$ cat config.mk
export PLATFORM = sky130hd
export DESIGN_NAME = dref_pwm_ctrl
export DESIGN_NICKNAME = d
export VERILOG_FILES = /design/src/rtl/dref_pkg.sv /design/src/rtl/dref_seg_counter.sv /design/src/rtl/dref_window_fsm.sv /design/src/rtl/dref_tw_capture.sv /design/src/rtl/dref_pwm_ctrl.sv
export SDC_FILE = /design/constraint.sdc
export NUM_CORES = 1
export LEC_CHECK = 0
export BUFFER_PORTS_ARGS = -buffer_cell sky130_fd_sc_hd__clkbuf_2
export CORE_MARGIN = 1.5
export CORE_UTILIZATION = 45
export DETAILED_ROUTE_END_ITERATION = 10
export HOLD_SLACK_MARGIN = 0.1
export PLACE_DENSITY = 0.67
export SETUP_SLACK_MARGIN = 0.02
export SLEW_MARGIN = 15
export SYNTH_ARGS = -nofsm -noshare
export SYNTH_HDL_FRONTEND = slang
export SYNTH_SLANG_ARGS = --single-unit
$ cat constraint.sdc
create_clock -name clk -period 6.3 [get_ports clk]
set_input_delay 0.945 -clock clk [delete_from_list [all_inputs] [get_ports clk]]
set_output_delay 0.945 -clock clk [all_outputs]
set_load 0.02 [all_outputs]
$ cat src/rtl/dref_pkg.sv
package dref_pkg;
  // Which reference the loop is currently locked to.
  typedef enum logic [1:0] {
    SEG_IDLE = 2'd0,
    SEG_P    = 2'd1,
    SEG_N    = 2'd2
  } seg_e;
endpackage

$ cat src/rtl/dref_seg_counter.sv
// Counts loop-update ticks inside the current segment and flags its last tick.
module dref_seg_counter #(
  parameter int CODE_W = 13
) (
  input  logic              clk,
  input  logic              rst_n,
  input  logic              tick_i,
  input  logic              clr_i,
  input  logic [CODE_W-1:0] len_i,
  output logic              last_o
);
  logic [CODE_W-1:0] cnt_q;

  always_ff @(posedge clk or negedge rst_n) begin
    if (!rst_n)      cnt_q <= '0;
    else if (clr_i)  cnt_q <= '0;
    else if (tick_i) cnt_q <= cnt_q + 1'b1;
  end

  assign last_o = tick_i && (len_i != '0) && (cnt_q == len_i - 1'b1);

  // the count never passes the length of the running segment
  p_cnt_in_range_r2: assert property (@(posedge clk) disable iff (!rst_n)
    (len_i != '0) |-> (cnt_q < len_i));

  // once the last tick has been taken, the count restarts
  p_restart_after_last_r2: assert property (@(posedge clk) disable iff (!rst_n)
    last_o |=> (cnt_q == '0));
endmodule

$ cat src/rtl/dref_window_fsm.sv
// Sequences the positive and negative segments of each averaging window.
module dref_window_fsm
  import dref_pkg::*;
#(
  parameter int CODE_W = 13
) (
  input  logic              clk,
  input  logic              rst_n,
  input  logic              tick_i,
  input  logic [CODE_W-1:0] code_p_i,
  input  logic [CODE_W-1:0] code_n_i,
  input  logic              last_i,
  output logic              clr_o,
  output logic [CODE_W-1:0] len_o,
  output logic              sel_p_o,
  output logic              p_end_o,
  output logic              n_end_o,
  output logic              win_has_p_o
);
  seg_e              seg_q;
  seg_e              first_seg;
  logic [CODE_W-1:0] act_p_q, act_n_q;
  logic              win_end;

  // First segment of a window that starts from the live codes.
  always_comb begin
    if (code_p_i != '0)      first_seg = SEG_P;
    else if (code_n_i != '0) first_seg = SEG_N;
    else                     first_seg = SEG_IDLE;
  end

  // The window closes on its last tick, or every clock while idle.
  always_comb begin
    win_end = 1'b0;
    case (seg_q)
      SEG_IDLE: win_end = 1'b1;
      SEG_P:    win_end = last_i && (act_n_q == '0);
      SEG_N:    win_end = last_i;
      default:  win_end = 1'b1;
    endcase
  end

  always_ff @(posedge clk or negedge rst_n) begin
    if (!rst_n) begin
      seg_q   <= SEG_IDLE;
      act_p_q <= '0;
      act_n_q <= '0;
    end else if (win_end) begin
      seg_q   <= first_seg;
      act_p_q <= code_p_i;
      act_n_q <= code_n_i;
    end else if (seg_q == SEG_P && last_i) begin
      seg_q <= SEG_N;
    end
  end

  assign clr_o       = (seg_q == SEG_IDLE) || last_i;
  assign len_o       = (seg_q == SEG_P) ? act_p_q :
                       (seg_q == SEG_N) ? act_n_q : '0;
  assign sel_p_o     = (seg_q == SEG_P);
  assign p_end_o     = (seg_q == SEG_P) && last_i;
  assign n_end_o     = (seg_q == SEG_N) && last_i;
  assign win_has_p_o = (act_p_q != '0);

  // a positive segment with a nonzero partner hands over to the negative one
  p_p_then_n_r1: assert property (@(posedge clk) disable iff (!rst_n)
    (seg_q == SEG_P && last_i && act_n_q != '0) |=> (seg_q == SEG_N));

  // without a tick a running segment holds
  p_hold_without_tick_r2: assert property (@(posedge clk) disable iff (!rst_n)
    (!tick_i && seg_q != SEG_IDLE) |=> $stable(seg_q));

  // active codes stay fixed inside a window
  p_codes_frozen_r5: assert property (@(posedge clk) disable iff (!rst_n)
    (seg_q != SEG_IDLE && !last_i) |=> ($stable(act_p_q) && $stable(act_n_q)));

  // a segment with a zero length is never entered
  p_no_empty_seg_r6: assert property (@(posedge clk) disable iff (!rst_n)
    (seg_q != SEG_IDLE) |-> (len_o != '0));
endmodule

$ cat src/rtl/dref_tw_capture.sv
// Holds the tuning word settled in each mode and flags a complete pair.
module dref_tw_capture #(
  parameter int TW_W = 16
) (
  input  logic            clk,
  input  logic            rst_n,
  input  logic [TW_W-1:0] tw_i,
  input  logic            p_end_i,
  input  logic            n_end_i,
  input  logic            win_has_p_i,
  output logic [TW_W-1:0] tw_p_o,
  output logic [TW_W-1:0] tw_n_o,
  output logic            valid_o
);
  always_ff @(posedge clk or negedge rst_n) begin
    if (!rst_n) begin
      tw_p_o  <= '0;
      tw_n_o  <= '0;
      valid_o <= 1'b0;
    end else begin
      if (p_end_i) tw_p_o <= tw_i;
      if (n_end_i) tw_n_o <= tw_i;
      valid_o <= n_end_i && win_has_p_i;
    end
  end

  // the pair flag is a single-clock pulse
  p_valid_pulse_r7: assert property (@(posedge clk) disable iff (!rst_n)
    valid_o |=> !valid_o);

  // the flag follows the close of a negative segment
  p_valid_after_n_r7: assert property (@(posedge clk) disable iff (!rst_n)
    valid_o |-> $past(n_end_i));

  // the negative word moves only at a negative capture point
  p_tw_n_steady_r4: assert property (@(posedge clk) disable iff (!rst_n)
    !n_end_i |=> $stable(tw_n_o));

  // the positive word moves only at a positive capture point
  p_tw_p_steady_r4: assert property (@(posedge clk) disable iff (!rst_n)
    !p_end_i |=> $stable(tw_p_o));
endmodule

$ cat src/rtl/dref_pwm_ctrl.sv
// Top: time-interleaves two references and records the tuning word in each mode.
module dref_pwm_ctrl #(
  parameter int CODE_W = 13,
  parameter int TW_W   = 16
) (
  input  logic              clk,
  input  logic              rst_n,
  input  logic              tick,
  input  logic [CODE_W-1:0] code_p,
  input  logic [CODE_W-1:0] code_n,
  input  logic [TW_W-1:0]   tw_in,
  output logic              sel_p,
  output logic [TW_W-1:0]   tw_p,
  output logic [TW_W-1:0]   tw_n,
  output logic              cap_valid
);
  logic              seg_last;
  logic              seg_clr;
  logic [CODE_W-1:0] seg_len;
  logic              p_end, n_end, win_has_p;

  dref_seg_counter #(.CODE_W(CODE_W)) u_cnt (
    .clk    (clk),
    .rst_n  (rst_n),
    .tick_i (tick),
    .clr_i  (seg_clr),
    .len_i  (seg_len),
    .last_o (seg_last)
  );

  dref_window_fsm #(.CODE_W(CODE_W)) u_fsm (
    .clk         (clk),
    .rst_n       (rst_n),
    .tick_i      (tick),
    .code_p_i    (code_p),
    .code_n_i    (code_n),
    .last_i      (seg_last),
    .clr_o       (seg_clr),
    .len_o       (seg_len),
    .sel_p_o     (sel_p),
    .p_end_o     (p_end),
    .n_end_o     (n_end),
    .win_has_p_o (win_has_p)
  );

  dref_tw_capture #(.TW_W(TW_W)) u_cap (
    .clk         (clk),
    .rst_n       (rst_n),
    .tw_i        (tw_in),
    .p_end_i     (p_end),
    .n_end_i     (n_end),
    .win_has_p_i (win_has_p),
    .tw_p_o      (tw_p),
    .tw_n_o      (tw_n),
    .valid_o     (cap_valid)
  );

  // the select is never high during a capture of the negative word
  p_sel_low_on_n_r6: assert property (@(posedge clk) disable iff (!rst_n)
    n_end |-> !sel_p);
endmodule

==> metrics.txt <==
RSZ-0062 raised after global routing=no; initial DRC count=183; CP Cell Sequence=inv_1 > ha_1 > and2b_1 > a22o_1 > nor4_2 > xor3_1 > a211oi_1 > nand4_1 > mux2_1; Worst Clk Skew=between 0.01 and 0.015 ns; Syn Std Cell Area=about 3900 µm²; slew margin rel.=27.3%; gr ovfl total=0; Die ar.=approximately 9300 µm²; Critical Path End Type=flip-flop; syn avg cell area=11.8 µm²; final setup fails=0; first-pass GRT wire length=14600 µm; starting density of the core=47.3%; synthesis-to-finish area growth=16.8%; xor and xnor area share after synthesis=between 5 and 6%; Nets=463; placed cell area=4380 µm²; EDFF count, synth=0; clock sinks=74; pre-CTS WS=1.48 ns; core area=8340 µm²; DR vias=2984; crit path time final=about 5 ns; Placer Congestion=0.839; warnings from Yosys=0; post-synthesis simple-gate area fraction=14.2%; Post-CTS Hold Fix Bufs=0; max cap viols=0; Worst Tran Pin Value=around 1.1 ns; fin crit share=77.9%; slowest cell on the critical path=ha_1; initial antenna violation count=0; post-route ant nets=0; vias in the first global route=2910; final WL=8690 µm; post-route cell area=4610 µm²; GRT Util Overall=19.5%; Avg Vias per Cell=5.72; multi-input combinational cell area=1980 µm²; layout cells sized above 1=36.5%; Hold WC Path Type=reg2reg; row count=33; Bufs on Longest Clock Path=2; PD cells=between 200 and 250 nW/µm²; Leak=2.36 nW; WP data arrival=5.15 ns; total CTS buffers=9; fraction of registers with async set/reset=100%; post-synthesis mux area share=18.5%; Storage cell area=~1900 µm²; hold_ws=between 0.4 and 0.5 ns; diode count=0; status=completed; Max IR drop VDD=0.135 mV; Max stage delay on crit path=0.88 ns; Die H=96.7 µm; synthesis-stage register bit count=between 70 and 80; crit start category=flip-flop; Clock Tree Root=clkbuf_8; crit path kind=reg2reg; non-filler cells, final=522; post-CTS setup buffer count=0; Cells after DPL=roughly 500; setup TNS=0 ns; Yosys cell types=53; Hold Vio Cnt, Final=0; Skew-Pair Late Insertion Delay=0.37 ns; CTS tree=yes; Ports=79; H-tree depth=3; # DRC=0; largest family of logic cells by synthesized area=multiplexers; Post-Synthesis Cells=between 300 and 400; HPWL Detailed=6310 µm; CP Max Fanout=39; fin worst setup slack=~1.4 ns; Req. time, crit path=around 6.5 ns; Die X=96.7 µm; Seq/Total Area, Yosys=46.9%; clock slew seen by the registers of the worst setup and hold paths=roughly 0.09 ns; Post-Synth Adder-Cell Area=about 1.9%; Synth Flop Type=dfrtp_1; Slew Limit Fails=0; largest net degree at the start of global routing=75; post_cts resized=0; post-synthesis compound-gate area fraction=between 10 and 15%; commonest non-fill, non-tap cell in the layout=clkbuf_2; Port-buffer cells=78; WL/cell=16.6 µm; 1st-pass router iterations=5; Fmax achieved=204 MHz; Fill cells=roughly 730; commonest non-fill, non-tap cells in the layout=clkbuf_2 (77), dfrtp_1 (74), mux2_2 (30), nor3_1 (21), nor2_1 (20); syn nets=386
==> final timing paths <==
path	from	to	slack (ns)	depth (start not counted)
max	u_fsm.seg_q[1]	u_cap.tw_p_o[2]	1.40	9
min	u_cap.tw_n_o[6]	u_cap.tw_n_o[6]	0.50	1
min reg2reg	u_cap.tw_n_o[6]	u_cap.tw_n_o[6]	0.50	1
max in group asynchronous	rst_n	u_cap.tw_n_o[5]	4.92	2
max reg2reg	u_fsm.seg_q[1]	u_cap.tw_p_o[2]	1.40	9
min in group asynchronous	rst_n	u_fsm.act_n_q[0]	0.78	2
==> worst max-delay path, delay by kind of cell (launching register included) <==
family	cells	cell delay (ns)
DFF	1	0.41
xor gates and xnor gates	1	0.42
buffers and inverters	1	0.09
adders and majority gates	1	0.88
muxes	1	0.66
AOI/OAI and AO/OA	2	0.62
and+or+nand+nor	3	1.69
==> per-stage QoR <==
stage	power, W	util, %
global route	0.00109	55.3
finish	0.00104	55.3
detailed placement	0.000654	52.5
CTS	0.00105	55.0
global placement	0.000651	52.5
floorplan	0.000606	-
==> flip-flops by register name, indices dropped and copies added, names as in the netlist <==
| register | cells |
|---|---|
| u_fsm.seg_q | 2 |
| u_cap.tw_p_o | 16 |
| u_cap.valid_o | 1 |
| u_fsm.act_p_q | 13 |
| u_cap.tw_n_o | 16 |
| u_fsm.act_n_q | 13 |
| u_cnt.cnt_q | 13 |
==> cell type report <==
type                       count  share of cell area, %
inverter                       5                  0.407
multi-input combinational    242                   42.9
clock inverter                 7                   1.82
sequential                    74                   40.2
tap                          105                   2.85
timing repair buffer          80                   9.22
clock buffer                   9                   2.69
==> kinds of logic after synthesis <==
logic type      count (synthesis)
xor+xnor                       22
flops                          74
mux                            59
compound gates                 54
simple gates                  101
fa+ha+maj                       6
buf+inv                        19
==> power breakdown <==
group,switching (W),leakage [nW],total [W],internal (W)
sequential,0.0000379,1.02,0.000535,0.000497
combinational,0.0000548,1.24,0.000110,0.0000554
clock,0.000206,0.103,0.000397,0.000190
==> synthesized netlist by cell type (3+ instances only) <==
library cell   n  area share [%]
inv_1          5            0.48
nand2_1        8            0.76
nor4_1         6            0.95
dfrtp_1       74              47
nand4_1        9             1.4
nand3b_1       4            0.76
clkbuf_1       3            0.29
nor2_1        20             1.9
nand3_1        6            0.76
a21oi_1        4            0.51
o21ai_0       16             2.0
xor2_1        12             2.7
mux2_4        18             6.8
and2_1         5            0.79
mux2_2        30             8.6
nor3_1        21             2.7
buf_2          5            0.63
ha_1           6             1.9
o21ai_1        6            0.76
and3_1         9             1.4
mux2_1        10             2.9
xnor2_1        9             2.0
buf_6          5             1.4
a22oi_2        3            0.95
or3_1          4            0.63
a22oi_1        4            0.76
==> layer usage <==
layer	share of wire, %	track usage [%]	vias to the layer above
met4	1.7	5.80	0
met2	47	30.8	101
met5	0	0	-
met3	5.4	5.13	18
li1	-	-	1408
met1	46	26.4	1457
Power figures use the tool's default switching activity.
